## config.mk

```make
export PLATFORM = sky130hd
export DESIGN_NAME = irq_level_ctrl
export DESIGN_NICKNAME = d
export VERILOG_FILES = /design/src/rtl/irq_pkg.sv /design/src/rtl/irq_prio_enc.sv /design/src/rtl/irq_accept_gate.sv /design/src/rtl/irq_status_reg.sv /design/src/rtl/irq_level_ctrl.sv
export SDC_FILE = /design/constraint.sdc
export NUM_CORES = 1
export LEC_CHECK = 0
export BUFFER_PORTS_ARGS = -buffer_cell sky130_fd_sc_hd__buf_2
export CAP_MARGIN = 20
export CORE_UTILIZATION = 41
export DETAILED_ROUTE_END_ITERATION = 8
export HOLD_SLACK_MARGIN = 0.08
export PLACE_DENSITY = 0.77
export SLEW_MARGIN = 20
export SYNTH_ARGS = -nofsm -noshare
export SYNTH_HDL_FRONTEND = slang
export SYNTH_SLANG_ARGS = --single-unit
```

## constraint.sdc

```tcl
create_clock -name clk -period 7.3 [get_ports clk]
set_input_delay 1.46 -clock clk [delete_from_list [all_inputs] [get_ports clk]]
set_output_delay 1.46 -clock clk [all_outputs]
set_load 0.02 [all_outputs]
```

## src/rtl/irq_pkg.sv

```systemverilog
// Package irq_pkg
// Shared constants and helpers for the interrupt level controller: status
// word bit positions, implemented-bit mask, reset value and the status word
// update applied on acceptance. Assumes a 16-bit status word, 3-bit levels.
package irq_pkg;

    localparam int LVL_W     = 3;
    localparam int SR_W      = 16;
    localparam int T_BIT     = 15;
    localparam int S_BIT     = 13;
    localparam int MASK_LO   = 8;
    localparam int MASK_HI   = MASK_LO + LVL_W - 1;

    localparam logic [LVL_W-1:0] NMI_LEVEL = '1;
    localparam logic [SR_W-1:0]  SR_IMPL   = 16'hA71F;
    localparam logic [SR_W-1:0]  SR_RESET  = 16'h2700;

    // Status word after accepting a request at level lvl.
    function automatic logic [SR_W-1:0] sr_enter(input logic [SR_W-1:0] sr,
                                                 input logic [LVL_W-1:0] lvl);
        logic [SR_W-1:0] r;
        r = sr;
        r[MASK_HI:MASK_LO] = lvl;
        r[S_BIT] = 1'b1;
        return r & SR_IMPL;
    endfunction

endpackage

```

## src/rtl/irq_prio_enc.sv

```systemverilog
// Module irq_prio_enc
// Finds the highest request level among N_SRC sources and the index of the
// lowest-numbered source holding it. Purely combinational; level 0 = idle.
module irq_prio_enc #(
    parameter int N_SRC = 4,
    localparam int IDX_W = (N_SRC > 1) ? $clog2(N_SRC) : 1
) (
    input  logic [N_SRC*irq_pkg::LVL_W-1:0] src_level,
    output logic [irq_pkg::LVL_W-1:0]       best_level,
    output logic [IDX_W-1:0]                best_idx
);
    import irq_pkg::*;

    logic [LVL_W-1:0] lvl [N_SRC];

    // Split the packed level bus into one entry per source.
    for (genvar g = 0; g < N_SRC; g++) begin : g_split
        assign lvl[g] = src_level[g*LVL_W +: LVL_W];
    end

    // Scan upward; a strict compare keeps the lowest index on ties.
    always_comb begin
        best_level = '0;
        best_idx   = '0;
        for (int i = 0; i < N_SRC; i++) begin
            if (lvl[i] > best_level) begin
                best_level = lvl[i];
                best_idx   = IDX_W'(i);
            end
        end
    end
endmodule

```

## src/rtl/irq_accept_gate.sv

```systemverilog
// Module irq_accept_gate
// Decides acceptance of the winning level: levels 1..6 must exceed the mask,
// level 7 bypasses the mask but is armed only by a cycle without level 7.
// Assumes best_level comes from the priority encoder in the same cycle.
module irq_accept_gate (
    input  logic                      clk,
    input  logic                      rst_n,
    input  logic [irq_pkg::LVL_W-1:0] best_level,
    input  logic [irq_pkg::LVL_W-1:0] cur_mask,
    input  logic                      boundary,
    input  logic                      blocked,
    output logic                      accept
);
    import irq_pkg::*;

    logic nmi_armed;
    logic is_nmi;

    assign is_nmi = (best_level == NMI_LEVEL);

    // Acceptance rule for the current cycle.
    always_comb begin
        if (blocked || !boundary || best_level == '0) begin
            accept = 1'b0;
        end else if (is_nmi) begin
            accept = nmi_armed;
        end else begin
            accept = (best_level > cur_mask);
        end
    end

    // Level-7 edge memory: disarm on acceptance, re-arm when level 7 is absent.
    always_ff @(posedge clk) begin
        if (!rst_n) begin
            nmi_armed <= 1'b1;
        end else if (accept && is_nmi) begin
            nmi_armed <= 1'b0;
        end else if (!is_nmi) begin
            nmi_armed <= 1'b1;
        end
    end
endmodule

```

## src/rtl/irq_status_reg.sv

```systemverilog
// Module irq_status_reg
// Holds the processor status word. Priority: exception return, then a
// direct write, then acceptance. Unimplemented bits are always cleared.
module irq_status_reg (
    input  logic                      clk,
    input  logic                      rst_n,
    input  logic                      restore,
    input  logic [irq_pkg::SR_W-1:0]  restore_data,
    input  logic                      load,
    input  logic [irq_pkg::SR_W-1:0]  load_data,
    input  logic                      accept,
    input  logic [irq_pkg::LVL_W-1:0] accept_level,
    output logic [irq_pkg::SR_W-1:0]  sr
);
    import irq_pkg::*;

    // Status word update in priority order.
    always_ff @(posedge clk) begin
        if (!rst_n) begin
            sr <= SR_RESET;
        end else if (restore) begin
            sr <= restore_data & SR_IMPL;
        end else if (load) begin
            sr <= load_data & SR_IMPL;
        end else if (accept) begin
            sr <= sr_enter(sr, accept_level);
        end
    end
endmodule

```

## src/rtl/irq_level_ctrl.sv

```systemverilog
// Module irq_level_ctrl (top)
// Prioritized interrupt level controller: encodes the highest pending level,
// gates it against the status word mask, updates the status word and reports
// the accepted level, vector-table byte address and pre-acceptance status.
// Assumes all inputs are synchronous to clk.
module irq_level_ctrl #(
    parameter int N_SRC = 4,
    parameter int VEC_W = 8,
    localparam int ADDR_W = VEC_W + 2
) (
    input  logic                      clk,
    input  logic                      rst_n,
    input  logic [N_SRC*3-1:0]        src_level,
    input  logic [N_SRC*VEC_W-1:0]    src_vector,
    input  logic                      boundary,
    input  logic                      sr_load,
    input  logic [15:0]               sr_load_data,
    input  logic                      exc_return,
    input  logic [15:0]               exc_return_sr,
    output logic [15:0]               status_word,
    output logic                      take,
    output logic [2:0]                take_level,
    output logic [ADDR_W-1:0]         take_vec_addr,
    output logic [15:0]               take_saved_sr
);
    import irq_pkg::*;

    localparam int IDX_W = (N_SRC > 1) ? $clog2(N_SRC) : 1;

    logic [LVL_W-1:0] best_level;
    logic [IDX_W-1:0] best_idx;
    logic [VEC_W-1:0] best_vec;
    logic             accept;
    logic             blocked;

    assign blocked  = exc_return | sr_load;
    assign best_vec = src_vector[best_idx*VEC_W +: VEC_W];

    irq_prio_enc #(.N_SRC(N_SRC)) u_enc (
        .src_level  (src_level),
        .best_level (best_level),
        .best_idx   (best_idx)
    );

    irq_accept_gate u_gate (
        .clk        (clk),
        .rst_n      (rst_n),
        .best_level (best_level),
        .cur_mask   (status_word[MASK_HI:MASK_LO]),
        .boundary   (boundary),
        .blocked    (blocked),
        .accept     (accept)
    );

    irq_status_reg u_sr (
        .clk          (clk),
        .rst_n        (rst_n),
        .restore      (exc_return),
        .restore_data (exc_return_sr),
        .load         (sr_load),
        .load_data    (sr_load_data),
        .accept       (accept),
        .accept_level (best_level),
        .sr           (status_word)
    );

    // Register the acceptance report for the core's exception sequencer.
    always_ff @(posedge clk) begin
        if (!rst_n) begin
            take          <= 1'b0;
            take_level    <= '0;
            take_vec_addr <= '0;
            take_saved_sr <= '0;
        end else begin
            take <= accept;
            if (accept) begin
                take_level    <= best_level;
                take_vec_addr <= {best_vec, 2'b00};
                take_saved_sr <= status_word;
            end
        end
    end
endmodule

```

==> metrics.txt, run 1 <==
postcts setup bufs=0; crit path from=src_level[2]; Seq/Total Area, Yosys=between 20% and 30%; Die Span Y=between 70 and 80 µm; vias in the first global route=roughly 2,000; CP dominant cell by count=ha_1; GRT Total Usage=between 10% and 20%; VDD IR max=around 0.000090 V; initial antenna violation count=0; clk root buf=clkbuf_8; CP max-delay cell=o2111ai_1; Num CTS Buffers=5; GPL Wtd Cong=between 0.8 and 0.9; remaining global-route overflow=0; library cells used by synthesis=45; Slew Limit Fails=0; CTS max path bufs=2; Critical Path Max Stage Delay=500 ps; relative slew slack=52.4%; Synth Warn #=0; routed via count=between 2,000 and 2,500; fin nets=between 400 and 500; Post-route DRC=2; Worst-Skew Late Latency=270 ps; power density cells=about 230 nW/µm²; fillers=between 500 and 600; Area Overhead vs Synth=25.4%; unrepaired setup endpoints after global routing=no; CTS tree=yes; most common cell after layout, fill and taps aside=buf_2; FMAX=around 150 MHz; worst r2r src=u_sr.sr[9]; Synth Cell Area=roughly 2300 µm²; Via density=slightly below 5; DRT Pass-1 Iters=6; Tmin final=between 6000 and 7000 ps; predominant post-synthesis flop cell=dfxtp_1; Worst Skew=3.83 ps; CTS sink count=33; I/O Pins=approximately 130; status=finished, violations left; syn avg cell area=between 8 and 9 µm²; WL/cell=~12 µm; final period utilization=92.0%; Final ANT Viol Nets=0; Initial Utilization=between 40% and 50%; CP arrival=a little under 7000 ps; Hold Crit Start=take_saved_sr[15]; DR iter-0 viols=60; fraction of layout cells with a size suffix above 1=34.9%; failing checks=DRC; first-pass GRT wire length=~8700 µm; max cap viols=0; die footprint=roughly 6000 µm²; core area=5510 µm²; num rows=27; Final Hold Slack=453 ps; Post-Route WL=between 5000 and 6000 µm; crit path kind=input port to register; hpwl dp=approximately 4200 µm; most frequent cells in the layout=100 x buf_2, 55 x nand2_1, 41 x mux2i_1; I/O Buffers=100; # setup viols final=0; Leak=between 1 and 1.5 nW; H-tree levels=2; Slew @ Worst Pin=approximately 700 ps; Max FO, Critical Path=19; final hold vios=0; chip width=77.4 µm; Clock Pin Slew Worst Setup and Hold Paths=roughly 60 ps; Worst Hold Class=register to register; Crit. End Element=register; largest net degree at the start of global routing=between 40 and 50; post-synthesis async set-or-reset flop share=0%; TNS Setup=0 ps; Post-Synthesis Cells=~280; Inserted Diodes=0; # resized after CTS=0; #FFs+latches synth=33; CP required=around 7500 ps; # hold bufs at CTS=0; EDFF count, synth=0; type of origin of the critical path=input port
-- metrics by stage --
stage	total power, mW	instances	util (%)	setup slack [ps]	area (µm²)
2_1_floorplan	0.472	295	-	50.7	2380
3_3_place_gp	0.544	443	51.4	385	2830
3_5_place_dp	0.553	443	51.4	322	2830
4_1_cts	0.689	450	53.0	600	2920
5_1_grt	0.732	450	53.0	103	2920
6_report	0.679	450	53.0	587	2920
-- path summary, 6_finish.rpt --
path                            cells after the start           endpoint  slack [ps]
worst min register to register                      2  take_saved_sr[15]         450
worst max-delay path                               25      take_level[2]         590
worst min-delay path                                2  take_saved_sr[15]         450
worst max register to register                      8      take_level[2]        4910
-- registers in the layout, indices dropped and copies added (netlist names) --
register          flops
u_gate.nmi_armed      1
take_saved_sr        10
take_level            3
u_sr.sr              10
take                  1
take_vec_addr         8
-- per-layer routing --
metal | up-vias | global-route usage, % | part of all wire, %
met2 | 81 | 31.7 | 48
li1 | 1138 | - | -
met4 | 0 | 4.91 | 0.48
met1 | 983 | 21.2 | 45
met5 | - | 0 | 0
met3 | 2 | 4.59 | 6.5
-- report_power, final --
part	switching [mW]	internal, mW
Combinational	0.192	0.134
Clock	0.0594	0.0747
Sequential	0.0128	0.206
Total	0.265	0.414
-- cell type report --
| cell class | instances | area [µm²] | share of cell area (%) |
|---|---|---|---|
| clock buffers | 7 | 86.3 | 2.96 |
| flip-flops and latches | 33 | 661 | 22.6 |
| well taps | 72 | 90.1 | 3.09 |
| repair buffers | 105 | 538 | 18.4 |
| multi-input cells | 218 | 1480 | 50.8 |
| inverters | 15 | 61.3 | 2.10 |
-- critical path: cells and delay by family --
family          cells  cell delay, ps
simple gates        6            1150
buf+inv             5             610
fa+ha+maj           4            1030
mux                 1             290
compound gates      9            2350
-- kinds of logic (layout without fill, tap and decap cells) --
family	after synthesis	after routing	share of synthesized area, %
other cells	1	14	0.161
buf+inv	44	127	10.0
fa+ha+maj	12	12	6.45
simple gates	92	92	17.0
compound gates	49	49	15.2
mux	51	51	22.8
flops	33	33	28.4
-- synth_stat cells (2+ instances only) --
cell | count | area share (%)
dfxtp_1 | 33 | 28
o21a_1 | 2 | 0.64
and2_1 | 2 | 0.54
ha_1 | 12 | 6.4
a31oi_1 | 2 | 0.54
a211oi_1 | 3 | 0.97
a21oi_1 | 14 | 3.0
nand2b_1 | 2 | 0.54
o211ai_1 | 2 | 0.64
buf_4 | 15 | 4.8
inv_1 | 13 | 2.1
and3_1 | 2 | 0.54
nor2_1 | 20 | 3.2
nand3_1 | 3 | 0.64
nand3b_1 | 2 | 0.64
clkbuf_1 | 12 | 1.9
o21ai_0 | 12 | 2.6
mux2_2 | 8 | 3.9
a211o_1 | 2 | 0.75
nand2_1 | 55 | 8.9
mux2i_1 | 41 | 18
mux2_4 | 2 | 1.3
(Power assumes the default switching activity.)
==> run 2: changes to the inputs <==
--- a/config.mk
+++ b/config.mk
@@ -7,6 +7,7 @@
 export LEC_CHECK = 0
 export BUFFER_PORTS_ARGS = -buffer_cell sky130_fd_sc_hd__buf_2
 export CAP_MARGIN = 20
+export CORE_ASPECT_RATIO = 0.5
 export CORE_UTILIZATION = 41
 export DETAILED_ROUTE_END_ITERATION = 8
 export HOLD_SLACK_MARGIN = 0.08
==> metrics.txt, run 2 (synthesis gave the netlist of run 1 again) <==
DRT Pass-1 Iters=4; Slew Limit Fails=0; reg-to-reg setup timing slack=4900 ps; status=finished, final reports clean; max cap viols=0; Post-Route WL=approximately 5700 µm; worst r2r src=u_sr.sr[9]; design area=~3000 µm²; Final ANT Viol Nets=0; fraction of layout cells with a size suffix above 1=about 36%; type of origin of the critical path=input port; r2r endpoint=take_vec_addr[8]; postcts setup bufs=0; largest net degree at the start of global routing=45; CP max-delay cell=ha_1; crit path kind=input port to register; CP arrival=~7000 ps; Clock Pin Slew Worst Setup and Hold Paths=50 ps; power density cells=~260 nW/µm²; GPL Wtd Cong=a little over 0.8; Slew @ Worst Pin=approximately 700 ps; I/O Pins=between 100 and 150; I/O Buffers=100; unrepaired setup endpoints after global routing=no; Inserted Diodes=0; Worst-Skew Late Latency=270 ps; num rows=18; crit path from=src_level[2]; VDD IR max=between 0.0001 and 0.00015 V; worst setup path endpoint=take_vec_addr[8]; CTS max path bufs=2; Post-route DRC=0; CTS tree=yes; # setup viols final=0; relative slew slack=53.5%; most frequent cells in the layout=100 x buf_2, 55 x nand2_1, 40 x mux2i_1; initial antenna violation count=0; Largest regs=take_saved_sr (10), u_sr.sr (10), take_vec_addr (8); Crit. End Element=register; remaining global-route overflow=0; final hold vios=0; final period utilization=around 93%; chip width=approximately 110 µm; Place WS=-2.47 ps; # hold bufs at CTS=0; Area Overhead vs Synth=29.4%; Max FO, Critical Path=19; hpwl dp=approximately 4500 µm; worst reg2reg path depth=9; FMAX=between 100 and 150 MHz; CP dominant cell by count=ha_1; GRT Total Usage=approximately 20%; Via density=4.97; CP required=~7500 ps; Final Hold Slack=between 400 and 500 ps; final setup margin=between 400 and 500 ps; most common cell after layout, fill and taps aside=buf_2; first-pass GRT wire length=about 9400 µm; DR iter-0 viols=around 100; vias in the first global route=between 2,000 and 2,500; CTS sink count=33; Initial Utilization=between 40% and 50%; # resized after CTS=0; WL/cell=between 10 and 15 µm; Num CTS Buffers=5; Die Span Y=approximately 55 µm; clk root buf=clkbuf_16; Critical Path Max Stage Delay=roughly 370 ps; fin nets=471; Tmin final=approximately 7000 ps; Worst Skew=about 2.2 ps; Leak=1.54 nW; H-tree levels=2; Worst Hold Class=register to register; core area=between 5000 and 6000 µm²; die footprint=~6000 µm²; total design power=about 0.8 mW; routed via count=2,233; Post-DP Area=2830 µm²
[run 2: cell types whose count changed in the layout (fill, tap and decap cells not counted), sizes merged]
cell / delta
bufinv: +1
[run 2: worst min path at each step]
stage | from | end | slack (ps) | cells past startpoint
2_1_floorplan | u_gate.nmi_armed | u_gate.nmi_armed | 430 | 1
3_3_place_gp | u_gate.nmi_armed | u_gate.nmi_armed | 440 | 1
3_5_place_dp | take_saved_sr[13] | take_saved_sr[13] | 450 | 2
4_1_cts | take_saved_sr[13] | take_saved_sr[13] | 460 | 2
5_1_grt | take_saved_sr[13] | take_saved_sr[13] | 460 | 2
6_report | take_saved_sr[10] | take_saved_sr[10] | 450 | 2
[run 2: critical path, delay by kind of cell]
| kind | cells | cell delay (ps) |
|---|---|---|
| AOI/OAI and AO/OA | 7 | 1800 |
| adders and majority gates | 4 | 1130 |
| buffers and inverters | 6 | 910 |
| muxes | 2 | 590 |
| and+or+nand+nor | 7 | 1130 |
[run 2: per-layer routing]
layer  routed length, µm  up-vias  share of wire, %  track usage, %
met5                   0        -                 0               0
met4                  82        0               1.5            6.56
met3                 267       10               4.7            3.54
met1                2450     1010                43            23.0
met2                2850       80                50            36.0
li1                    -     1133                 -               -
[run 2: final cells by class]
| type | count | area [µm²] |
|---|---|---|
| clock buffers | 7 | 143 |
| clock inverters | 1 | 30.0 |
| fillers | 467 | 2170 |
| inverters | 15 | 61.3 |
| multi-input cells | 218 | 1490 |
| flip-flops and latches | 33 | 661 |
| well taps | 70 | 87.6 |
| repair buffers | 105 | 538 |
[run 2: through the flow]
stage | utilization, % | setup TNS, ps | instances
global placement | 54.6 | 0 | 441
floorplan | - | 0 | 295
CTS | 58.0 | 0 | 449
global route | 58.2 | 0 | 449
finish | 58.2 | 0 | 449
detailed placement | 54.6 | -2.47 | 441
[run 2: report_power, final]
group	total, mW	switching [mW]	leakage (nW)	internal (mW)
logic	0.336	0.200	1.18	0.136
clock network	0.241	0.0708	0.0841	0.170
registers	0.220	0.0136	0.270	0.206
total	0.797	0.284	1.54	0.513
==> run 3: changes to the inputs <==
--- a/config.mk
+++ b/config.mk
@@ -12,7 +12,7 @@
 export DETAILED_ROUTE_END_ITERATION = 8
 export HOLD_SLACK_MARGIN = 0.08
 export PLACE_DENSITY = 0.77
-export SLEW_MARGIN = 20
+export RECOVER_POWER = 100
 export SYNTH_ARGS = -nofsm -noshare
 export SYNTH_HDL_FRONTEND = slang
 export SYNTH_SLANG_ARGS = --single-unit
==> metrics.txt, run 3 (synthesis gave the netlist of run 1 again) <==
status=finished, violations left; failing checks=capacitance limit, slew limit; CP required=7490 ps; I/O Buffers=100; CTS max path bufs=2; CP arrival=~7000 ps; # resized after CTS=0; Num CTS Buffers=5; Post-route DRC=0; Final ANT Viol Nets=0; GPL Wtd Cong=0.819; DR iter-0 viols=84; relative slew slack=-10.9%; most common cell after layout, fill and taps aside=buf_2; met3 usage=roughly 3.5%; initial antenna violation count=0; most frequent cells in the layout=67 x buf_2, 55 x nand2_1, 40 x mux2i_1; final period utilization=between 90% and 100%; remaining global-route overflow=0; reg-to-reg setup timing slack=~4900 ps; first-pass GRT wire length=between 9000 and 10,000 µm; Tmin final=6840 ps; WL/cell=between 10 and 15 µm; I/O Pins=about 130; Area Overhead vs Synth=27.6%; DRT Pass-1 Iters=4; Max FO, Critical Path=19; Leak=~1.4 nW; vias in the first global route=2,163; fraction of layout cells with a size suffix above 1=26.9%; CTS sink count=33; clk root buf=clkbuf_16; hpwl dp=4460 µm; Initial Utilization=between 40% and 50%; Crit. End Element=register; Slew @ Worst Pin=1660 ps; Largest regs=take_saved_sr (10), u_sr.sr (10), take_vec_addr (8); Worst Hold Class=register to register; power density cells=between 200 and 300 nW/µm²; max cap viols=1; die footprint=about 6000 µm²; Inserted Diodes=0; Via density=4.96; VDD IR max=0.000126 V; Die Span Y=around 55 µm; GRT Total Usage=around 20%; # hold bufs at CTS=0; final hold vios=0; Finished Layout Cells=between 400 and 500; crit path kind=input port to register; routing usage on met2=approximately 36%; Placed Cells incl. Taps=roughly 440; met1 Use GR=a little under a quarter; largest net degree at the start of global routing=45; Final Hold Slack=454 ps; type of origin of the critical path=input port; Slew Limit Fails=45; most used routing layer=met2; core area=around 5200 µm²; chip width=between 100 and 150 µm; utilization after layout=between 50% and 60%; Worst Skew=roughly 2.1 ps; Post-Route WL=around 5600 µm; routed via count=~2,200; fin nets=roughly 470; num rows=18; # setup viols final=0; postcts setup bufs=0; Worst-Skew Late Latency=270 ps; unrepaired setup endpoints after global routing=no; FMAX=between 100 and 150 MHz; H-tree levels=2; Clock Pin Slew Worst Setup and Hold Paths=50 ps; CTS tree=yes
-- run 3: critical path, stage by stage --
cell       delay, ps
buf_2             90
inv_1             50
ha_1             370
nand3b_2         150
a32oi_4          230
mux2i_2          370
inv_1             80
ha_1             180
nand3b_1         210
and2_0           200
nor2_1           230
nor2_1            70
nor2_1           150
ha_1             270
a32oi_1          290
buf_4            280
o31a_1           320
clkinv_4         140
ha_1             310
nor2b_1          140
o21a_1           170
o2111ai_2        340
a21oi_1          120
o221ai_1         330
buf_4            270
mux2i_1          220
-- run 3: path summary, 6_finish.rpt --
check | startpoint | to | depth (start not counted)
setup / recovery | src_level[2] | take_vec_addr[8] | 26
hold / removal | take_saved_sr[10] | take_saved_sr[10] | 2
setup reg to reg | u_sr.sr[9] | take_vec_addr[8] | 9
hold reg to reg | take_saved_sr[10] | take_saved_sr[10] | 2
-- run 3: area by class of cell --
cell class	count	area (µm²)
clock buffers	7	143
well taps	70	87.6
flip-flops and latches	33	661
fillers	479	2210
multi-input cells	218	1490
inverters	15	61.3
repair buffers	105	497
clock inverters	1	30.0
-- run 3: metrics by stage --
stage | total power [mW] | cell area (µm²) | setup TNS (ps) | setup slack (ps)
after floorplan | 0.472 | 2380 | 0 | 50.7
after global placement | 0.543 | 2830 | 0 | 297
after detailed placement | 0.558 | 2830 | -2.47 | -2.47
after CTS | 0.801 | 3000 | 0 | 210
after global routing | 0.840 | 2970 | 0 | 60.5
final | 0.790 | 2970 | 0 | 464
-- run 3: report_power, final --
part	internal (mW)	total (mW)	switching (mW)	leakage (nW)
logic	0.129	0.329	0.200	1.06
registers	0.206	0.221	0.0143	0.270
clock network	0.170	0.241	0.0706	0.0841
total	0.506	0.790	0.284	1.41
-- run 3: layer usage --
layer	vias to the layer above	part of all wire, %
li1	1134	-
met1	1018	43
met2	69	50
met3	8	4.8
met4	0	1.4
met5	-	0
